===== src/rtl/suspend_seq_pkg.sv =====
package suspend_seq_pkg;
  typedef enum logic [1:0] {
    ST_RUN       = 2'd0,
    ST_DRAIN_ACT = 2'd1,
    ST_DRAIN_BUF = 2'd2,
    ST_SUSP      = 2'd3
  } susp_state_e;

  typedef struct packed {
    logic tx_dma;
    logic rx_dma;
    logic tx_frame;
    logic rx_frame;
  } start_gate_t;
endpackage


===== src/rtl/suspend_seq_regs.sv =====
module suspend_seq_regs (
  input  logic clk,
  input  logic rst_n,
  input  logic soft_rst,
  input  logic wr_en,
  input  logic wr_suspend,
  input  logic wr_fast,
  input  logic wr_stop,
  input  logic wr_rx_demand,
  input  logic rx_demand_ack,
  output logic susp_q,
  output logic fast_q,
  output logic demand_q,
  output logic req_take,
  output logic clr_susp,
  output logic ring_clr
);
  always_comb begin
    clr_susp = soft_rst | (wr_en & (wr_stop | ~wr_suspend));
    req_take = wr_en & wr_suspend & ~wr_stop & ~soft_rst & ~susp_q;
    ring_clr = soft_rst | (wr_en & wr_stop);
  end

  always_ff @(posedge clk or negedge rst_n) begin
    if (!rst_n) begin
      susp_q <= 1'b0;
      fast_q <= 1'b0;
    end else if (clr_susp) begin
      susp_q <= 1'b0;
      fast_q <= 1'b0;
    end else if (req_take) begin
      susp_q <= 1'b1;
      fast_q <= wr_fast;
    end
  end

  always_ff @(posedge clk or negedge rst_n) begin
    if (!rst_n)                     demand_q <= 1'b0;
    else if (soft_rst)              demand_q <= 1'b0;
    else if (wr_en && wr_rx_demand) demand_q <= 1'b1;
    else if (rx_demand_ack)         demand_q <= 1'b0;
  end

  // a repeated request must not disturb the latched mode
  assert_repeat_ignored_R9: assert property (@(posedge clk) disable iff (!rst_n || soft_rst)
    (susp_q && wr_en && wr_suspend && !wr_stop) |=> (susp_q && $stable(fast_q)));

  // a demand write always leaves the flag set
  assert_demand_set_R11: assert property (@(posedge clk) disable iff (!rst_n || soft_rst)
    (wr_en && wr_rx_demand) |=> demand_q);
endmodule


===== src/rtl/suspend_seq_fsm.sv =====
module suspend_seq_fsm
  import suspend_seq_pkg::*;
#(
  parameter int CNT_W = 8
) (
  input  logic             clk,
  input  logic             rst_n,
  input  logic             clr_susp,
  input  logic             req_take,
  input  logic             fast_q,
  input  logic             tx_dma_busy,
  input  logic             rx_dma_busy,
  input  logic             tx_on_wire,
  input  logic             rx_on_wire,
  input  logic [CNT_W-1:0] tx_pkt_cnt,
  input  logic [CNT_W-1:0] rx_pkt_cnt,
  output start_gate_t      gate,
  output logic             suspended
);
  susp_state_e state_q, state_d;
  logic inflight_idle, full_stage1_done, buffers_empty;

  always_comb begin
    inflight_idle    = ~(tx_dma_busy | rx_dma_busy | tx_on_wire | rx_on_wire);
    full_stage1_done = ~tx_dma_busy & ~rx_on_wire;
    buffers_empty    = (tx_pkt_cnt == '0) & (rx_pkt_cnt == '0) & ~tx_on_wire & ~rx_dma_busy;
  end

  always_comb begin
    state_d = state_q;
    if (clr_susp) begin
      state_d = ST_RUN;
    end else begin
      unique case (state_q)
        ST_RUN:       if (req_take) state_d = ST_DRAIN_ACT;
        ST_DRAIN_ACT: begin
          if (fast_q) begin
            if (inflight_idle) state_d = ST_SUSP;
          end else if (full_stage1_done) begin
            state_d = ST_DRAIN_BUF;
          end
        end
        ST_DRAIN_BUF: if (buffers_empty) state_d = ST_SUSP;
        ST_SUSP:      state_d = ST_SUSP;
        default:      state_d = ST_RUN;
      endcase
    end
  end

  always_ff @(posedge clk or negedge rst_n) begin
    if (!rst_n) state_q <= ST_RUN;
    else        state_q <= state_d;
  end

  always_comb begin
    gate = '{tx_dma: 1'b1, rx_dma: 1'b1, tx_frame: 1'b1, rx_frame: 1'b1};
    unique case (state_q)
      ST_RUN: ;
      ST_DRAIN_ACT, ST_DRAIN_BUF: begin
        gate.tx_dma   = 1'b0;
        gate.rx_frame = 1'b0;
        gate.rx_dma   = ~fast_q;
        gate.tx_frame = ~fast_q;
      end
      default: gate = '0;
    endcase
    suspended = (state_q == ST_SUSP);
  end

  // the buffer stage is only reached in full entry
  assert_bufstage_full_only_R5: assert property (@(posedge clk) disable iff (!rst_n)
    (state_q == ST_DRAIN_BUF) |-> !fast_q);
endmodule


===== src/rtl/suspend_seq_ring.sv =====
module suspend_seq_ring #(
  parameter int RING_LEN = 16,
  localparam int IDX_W = (RING_LEN > 1) ? $clog2(RING_LEN) : 1
) (
  input  logic             clk,
  input  logic             rst_n,
  input  logic             clr,
  input  logic             adv,
  output logic [IDX_W-1:0] idx
);
  localparam logic [IDX_W-1:0] LAST = IDX_W'(RING_LEN - 1);

  always_ff @(posedge clk or negedge rst_n) begin
    if (!rst_n)   idx <= '0;
    else if (clr) idx <= '0;
    else if (adv) idx <= (idx == LAST) ? '0 : idx + 1'b1;
  end

  // the index never leaves the ring
  assert_idx_in_ring_R10: assert property (@(posedge clk) disable iff (!rst_n)
    idx <= LAST);

  // an advance without clear always moves the index
  assert_idx_moves_R10: assert property (@(posedge clk) disable iff (!rst_n)
    (adv && !clr) |=> (idx != $past(idx)));
endmodule


===== src/rtl/suspend_seq.sv =====
module suspend_seq
  import suspend_seq_pkg::*;
#(
  parameter int CNT_W    = 8,
  parameter int RING_LEN = 16,
  localparam int IDX_W   = (RING_LEN > 1) ? $clog2(RING_LEN) : 1
) (
  input  logic             clk,
  input  logic             rst_n,
  input  logic             soft_rst,
  input  logic             wr_en,
  input  logic             wr_suspend,
  input  logic             wr_fast,
  input  logic             wr_stop,
  input  logic             wr_rx_demand,
  input  logic             tx_dma_busy,
  input  logic             rx_dma_busy,
  input  logic             tx_on_wire,
  input  logic             rx_on_wire,
  input  logic [CNT_W-1:0] tx_pkt_cnt,
  input  logic [CNT_W-1:0] rx_pkt_cnt,
  input  logic             tx_desc_done,
  input  logic             rx_desc_done,
  input  logic             rx_demand_ack,
  output logic             tx_dma_start_en,
  output logic             rx_dma_start_en,
  output logic             tx_frame_start_en,
  output logic             rx_frame_start_en,
  output logic             suspended,
  output logic             suspend_bit,
  output logic             fast_bit,
  output logic             rx_demand,
  output logic [IDX_W-1:0] tx_ring_idx,
  output logic [IDX_W-1:0] rx_ring_idx
);
  localparam int NCH = 2;

  logic        req_take, clr_susp, ring_clr;
  start_gate_t gate;
  logic [NCH-1:0] adv_v;
  logic [IDX_W-1:0] idx_v [NCH];

  suspend_seq_regs u_regs (
    .clk(clk), .rst_n(rst_n), .soft_rst(soft_rst),
    .wr_en(wr_en), .wr_suspend(wr_suspend), .wr_fast(wr_fast),
    .wr_stop(wr_stop), .wr_rx_demand(wr_rx_demand), .rx_demand_ack(rx_demand_ack),
    .susp_q(suspend_bit), .fast_q(fast_bit), .demand_q(rx_demand),
    .req_take(req_take), .clr_susp(clr_susp), .ring_clr(ring_clr)
  );

  suspend_seq_fsm #(.CNT_W(CNT_W)) u_fsm (
    .clk(clk), .rst_n(rst_n), .clr_susp(clr_susp), .req_take(req_take),
    .fast_q(fast_bit), .tx_dma_busy(tx_dma_busy), .rx_dma_busy(rx_dma_busy),
    .tx_on_wire(tx_on_wire), .rx_on_wire(rx_on_wire),
    .tx_pkt_cnt(tx_pkt_cnt), .rx_pkt_cnt(rx_pkt_cnt),
    .gate(gate), .suspended(suspended)
  );

  assign adv_v = {rx_desc_done, tx_desc_done};

  for (genvar ch = 0; ch < NCH; ch++) begin : g_ring
    suspend_seq_ring #(.RING_LEN(RING_LEN)) u_ring (
      .clk(clk), .rst_n(rst_n), .clr(ring_clr), .adv(adv_v[ch]), .idx(idx_v[ch])
    );
  end

  assign tx_ring_idx       = idx_v[0];
  assign rx_ring_idx       = idx_v[1];
  assign tx_dma_start_en   = gate.tx_dma;
  assign rx_dma_start_en   = gate.rx_dma;
  assign tx_frame_start_en = gate.tx_frame;
  assign rx_frame_start_en = gate.rx_frame;

  // an accepted request shuts off new transmit DMA and new receive frames
  assert_request_gates_R2: assert property (@(posedge clk) disable iff (!rst_n || soft_rst)
    (wr_en && wr_suspend && !wr_stop && !suspend_bit) |=> (!tx_dma_start_en && !rx_frame_start_en));

  // fast entry completes only on an edge with nothing in flight
  assert_fast_drained_R3: assert property (@(posedge clk) disable iff (!rst_n || soft_rst)
    ($rose(suspended) && fast_bit) |->
      $past(!tx_dma_busy && !rx_dma_busy && !tx_on_wire && !rx_on_wire));

  // full entry completes only on an edge with empty buffers
  assert_full_drained_R5: assert property (@(posedge clk) disable iff (!rst_n || soft_rst)
    ($rose(suspended) && !fast_bit) |->
      $past(tx_pkt_cnt == '0 && rx_pkt_cnt == '0 && !tx_on_wire && !rx_dma_busy));

  // nothing may start while suspended
  assert_suspended_quiet_R6: assert property (@(posedge clk) disable iff (!rst_n)
    suspended |-> !(tx_dma_start_en || rx_dma_start_en || tx_frame_start_en || rx_frame_start_en));

  // clearing the suspend bit releases everything in the next cycle
  assert_release_R7: assert property (@(posedge clk) disable iff (!rst_n || soft_rst)
    (wr_en && !wr_suspend && !wr_stop) |=> (!suspended && !suspend_bit && tx_dma_start_en && rx_frame_start_en));

  // stop clears the control bits and the ring positions
  assert_stop_clears_R8: assert property (@(posedge clk) disable iff (!rst_n)
    (wr_en && wr_stop) |=> (!suspend_bit && !fast_bit && tx_ring_idx == '0 && rx_ring_idx == '0));
endmodule


===== config.mk =====
export PLATFORM = sky130hd
export DESIGN_NAME = suspend_seq
export DESIGN_NICKNAME = d
export VERILOG_FILES = /design/src/rtl/suspend_seq_pkg.sv /design/src/rtl/suspend_seq_regs.sv /design/src/rtl/suspend_seq_fsm.sv /design/src/rtl/suspend_seq_ring.sv /design/src/rtl/suspend_seq.sv
export SDC_FILE = /design/constraint.sdc
export NUM_CORES = 1
export LEC_CHECK = 0
export BUFFER_PORTS_ARGS = -buffer_cell sky130_fd_sc_hd__buf_2
export CELL_PAD_IN_SITES_DETAIL_PLACEMENT = 0
export CELL_PAD_IN_SITES_GLOBAL_PLACEMENT = 1
export CORE_ASPECT_RATIO = 1.1
export CORE_UTILIZATION = 27
export CTS_CLUSTER_SIZE = 40
export DETAILED_ROUTE_END_ITERATION = 6
export PLACE_DENSITY = 0.74
export SLEW_MARGIN = 20
export SYNTH_ARGS = -nofsm -noshare
export SYNTH_HDL_FRONTEND = slang
export SYNTH_SLANG_ARGS = --single-unit
export TNS_END_PERCENT = 1

===== constraint.sdc =====
create_clock -name clk -period 1.4 [get_ports clk]
set_clock_uncertainty 0.15 [all_clocks]
set_input_delay 0.28 -clock clk [delete_from_list [all_inputs] [get_ports clk]]
set_output_delay 0.28 -clock clk [all_outputs]
set_load 0.01 [all_outputs]

After elaboration in Yosys (flattened, before gate mapping)
Cells that the tools add are included.
Word-level totals
  register bits: 13
  input bits: 31
  output and inout port bits: 16
Cells by class
  add/sub/neg operators: 2
  equal/unequal tests: 9
  muxes and demuxes: 21
  bitwise logic cells: 25
  reduce and logical (&&, ||, !) cells: 10
Operators by type and width (number)
  two-way mux 4 bit: 6
  zero test 8 bit: 2
  two-way mux 2 bit: 6
  AND 1 bit: 10
  NOT 1 bit: 9
  adder 4 x 1 -> 4 bit (second input constant): 2
  == test 4 bit (second input constant): 2
  case mux 2 bit (4 select lines): 1
  case mux 4 bit (2 select lines): 1
  two-way mux 1 bit: 7
  bitwise OR 1 bit: 6
  nonzero test 2 bit: 3
  == test 2 bit (second input constant): 2
  != test 4 x 3 -> 1 bit (second input constant): 1
  != test 4 bit (second input constant): 1
  AND reduction 4 bit: 1
  != test 3 x 2 -> 1 bit (second input constant): 1
  != test 3 bit (second input constant): 1
  nonzero test 3 bit: 1
  == test 2 x 1 -> 1 bit (second input constant): 1
  zero test 2 bit: 1
  OR reduction 2 bit: 1
  logical AND 1 bit: 1

Depth between registers and ports, before layout
  depth after elaboration: 7
  mapped depth: 5

By module
Synthesis repeated with hierarchy kept, for this count alone.
Second synthesis, totals
  cells, all modules: 85
  area total of the unflattened synthesis: 825.8 sq um
By module, submodules not included
  suspend_seq_ring: instances 2, cells an instance 19, area each 191.4 sq um, sequential area each 100.1 sq um
  suspend_seq_fsm: instances 1, cells an instance 30, area each 267.8 sq um, sequential area each 50.0 sq um
  suspend_seq_regs: instances 1, cells an instance 17, area each 175.2 sq um, sequential area each 75.1 sq um

Least setup slack after synthesis
OpenSTA, ideal clock, no wires.
  path kind: input port to flip-flop
  start point: in tx_pkt_cnt[5]
  end point: reg u_fsm.state_q[0]
  setup time: 104 ps
  data arrival time: 1489 ps
  slack: -343 ps
  cell stages on the path: 4
  path buffers: 0
  cell sequence: or4_4 o31ai_2 o2111ai_1 a221oi_1
On the way
  word-level cells in the longest chain between the ends: 6
Ends and longest elaborated chain
  from (decl): line suspend_seq.sv:20  | input logic [CNT_W-1:0] tx_pkt_cnt,
  zero test 8 bit: line suspend_seq_fsm.sv:26  | buffers_empty = (tx_pkt_cnt == '0) & (rx_pkt_cnt == '0) & ~tx_on_wire & ~rx_dma_busy;
  AND 1 bit (3 in series): line suspend_seq_fsm.sv:26
  != test 3 x 2 -> 1 bit (no source line)
  AND reduction 4 bit (no source line)
  to (signal assigned): line suspend_seq_fsm.sv:52  | else state_q <= state_d;
  to (decl): line suspend_seq_fsm.sv:20  | susp_state_e state_q, state_d;
Every way passes these cells.
A chain may end at the register's enable or synchronous reset.

Worst setup path after layout
  start point: reg u_fsm.state_q[0]
  end point: out tx_frame_start_en
On the way
  word-level cells in the longest chain between the ends: 3
  elaborated cells between the ends (all ways): 5
  classes of those cells: eq/ne (2); mux (1); reduce/logical (2)
Ends and longest elaborated chain
  == test 2 x 1 -> 1 bit / == test 2 bit (equally long branches): line suspend_seq_fsm.sv:57  | unique case (state_q)
  OR reduction 2 bit: line suspend_seq_fsm.sv:57
  case mux 4 bit (2 select lines) *: line suspend_seq_fsm.sv:57
  to (decl): line suspend_seq.sv:27  | output logic tx_frame_start_en,
Every way passes the cells marked *; elsewhere a longest branch is shown, timed or not.

==> reports/qor.yml <==
routabilityCongestion: 0.743
max_freq_ghz: 0.580
num_rows: 20
status: "complete, but fails checks"
final.fill_count: 284
grt_start_max_net_pins: 14
ios: 47
fin_crit_ns: 1.72
cts-root-buf: "clkbuf_4"
drc: 0
critPathTopFamily: "flip-flops"
p_switching_w: 0.000308
yosysTopAreaCell: "dfrtp_1"
grt_pass1_vias: 844
coreArea_um2: 2800
worstSetupPathType: "flip-flop to output pin"
clock_path_buffers: 2
rsz0062_at_grt: "true"
wirelength_um: 2220
synth_fp_nets: 124
initial_core_util: 0.289
antenna_found_initial: 0
pwr-share-comb: 0.347
ir_drop_v: 0.000558
fin_nets: 191
drtIter0Drc: 14
hold_path.class: "input port to flip-flop"
cts.sinks: 13
grt_usage: 0.157
ys_warn_count: 0
wl_per_cell_um: 12.0
final_cell_mix: "43 x buf_2, 16 x buf_4, 12 x nor2_1, 12 x dfrtp_1, 8 x a21oi_1"
clk_pin_slew_worst_paths_ns: 0.09
drtAntennaViolNets: 0
cts_tree: "done"
yosysSeqAreaShare: 0.401
multi_input_area_um2: 547
slew_viol_final: 0
grt_pass1_wl_um: 3520
drive_gt1_frac: 0.556
io_buffers: 46
htreeDepth: 1
insertedDiodeCount: 0
setup_viol: 7
insertion_delay_ns: 0.28
regArea_um2: 327
fin_crit_sh: 1.23
final_cells: 186
setup_ws_ns: -0.324
critical_path.max_fanout: 2
dr.pass1.iters: 4
crit_arrival_ns: 1.29
dpl.hpwl_um: 1590
syn_inst: 87
endpoint_kind: "output pin"
syn_to_final_growth_pct: 67.0
ys_ff_latch: 13
slowest_delay_ns: 0.41
fp.dieArea_um2: 3230
violations: "setup timing"
crit_chain: "inv_2, ha_4, a21oi_2, nor2_2, buf_2"
ys_top_cells_by_area: "dfrtp_1 40%, ha_1 9.3%, nor2_1 6.0%"
placedCellCount: 176
worst_pin_slew_ns: 0.306
critPathSlowestCell: "dfrtp_1"
drt-vias-per-instance: 4.81
total_power_w: 0.000998
synth_top_area_frac: 0.401
num_vias: 894
maxCapViolCount: 0
setup_tns_ns: -1.63
path_buf_inv: 2
grt_overflow: 0
p_seq_frac: 0.408
worstPathRequired_ns: 0.97
netSwitchingFraction: 0.309
p_int_w: 0.000690
worstSetupStartpointType: "flip-flop"
leakagePower_nw: 0.660
mostFrequentLayoutCell: "buf_2"
relSlewSlack: 0.794
p_clk_frac: 0.245
numCtsBuffers: 3
hold_viol_final: 0
synth_area_um2: 811
die-height_um: 59.5
ys_types: 28
powerDensity_nw_per_um2: 737
syn_area_per_cell_um2: 9.32
die_w_um: 54.3
==> cell usage after synthesis <==
master,n
o2111ai_1,1
mux2i_1,2
a221oi_1,1
a311oi_1,2
nor2b_1,1
o21a_1,1
or4_1,3
or3_1,2
o31ai_4,1
and3_1,1
a21oi_1,9
inv_1,6
ha_1,6
o31ai_1,2
nor2_1,13
or4_4,1
dfrtp_1,13
a21o_1,2
xor2_1,2
o21ai_0,2
nand2_1,7
buf_4,2
nand2b_1,2
nor3b_1,1
nor3_1,1
nand4_1,1
a22o_1,1
o31ai_2,1
==> cell families after synthesis <==
group	synth area share
simple gates	0.204
compound gates	0.210
flops	0.401
mux	0.0247
buf+inv	0.0463
xor+xnor	0.0216
fa+ha+maj	0.0926
==> final timing paths <==
| kind | slack (ns) | depth (start not counted) | from | end |
|---|---|---|---|---|
| max reg2reg | -0.21 | 7 | u_fsm.state_q[1] | u_fsm.state_q[0] |
| max in group asynchronous | 0.58 | 2 | rst_n | g_ring[0].u_ring.idx[0] |
| min in group asynchronous | 0.26 | 2 | rst_n | u_fsm.state_q[0] |
| min reg2reg | 0.39 | 2 | u_regs.demand_q | u_regs.demand_q |
| max | -0.32 | 5 | u_fsm.state_q[0] | tx_frame_start_en |
| min | 0.07 | 3 | wr_fast | u_regs.fast_q |
==> cell type report <==
class                           count  share of cell area
Multi-Input combinational cell     66               0.404
Inverter                            6              0.0166
Sequential cell                    13               0.241
Clock buffer                        4              0.0194
Timing Repair Buffer               64               0.288
Tap cell                           33              0.0305
==> flip-flops by register name, summed over array words and instances, names as in the netlist <==
signal,cells
u_regs.fast_q,1
u_regs.demand_q,1
u_regs.susp_q,1
g_ring.u_ring.idx,8
u_fsm.state_q,2
==> power by group through the flow <==
| stage | Sequential, W | Combinational [W] | Clock, W |
|---|---|---|---|
| floorplan | 0.000418 | 0.000129 | 0 |
| global placement | 0.000413 | 0.000255 | 0 |
| detailed placement | 0.000415 | 0.000260 | 0 |
| CTS | 0.000407 | 0.000326 | 0.000253 |
| global route | 0.000410 | 0.000382 | 0.000282 |
| finish | 0.000407 | 0.000346 | 0.000245 |
==> worst reg2reg max path, delay by kind of cell, from the launching register on <==
family / cells / cell delay [ns]
compound gates: 3 / 0.50
flops: 1 / 0.38
buf+inv: 3 / 0.33
fa+ha+maj: 1 / 0.17
==> metrics by stage <==
stage	setup slack (ns)	utilization	cell area (µm²)	hold WS, ns
after floorplan	-0.293	-	832	-0.166
after CTS	-0.343	0.467	1310	0.0723
final	-0.324	0.483	1350	0.0746
after global placement	-0.425	0.421	1180	0.0364
after detailed placement	-0.497	0.421	1180	0.0416
after global routing	-0.410	0.483	1350	0.0735
==> repair_timing <==
item,in CTS,in global routing
pin swaps,2,2
hold buffers,1,0
cloned,0,0
buffers inserted,4,1
endpoints found under the hold margin,13,0
setup endpoints to repair,7,10
resized for setup,13,7
==> metal layers <==
layer	GRT usage	wire, µm
met5	0	0
met1	0.185	914
met4	0.0549	27
met2	0.254	1070
met3	0.0615	206
(Power assumes the default switching activity.)
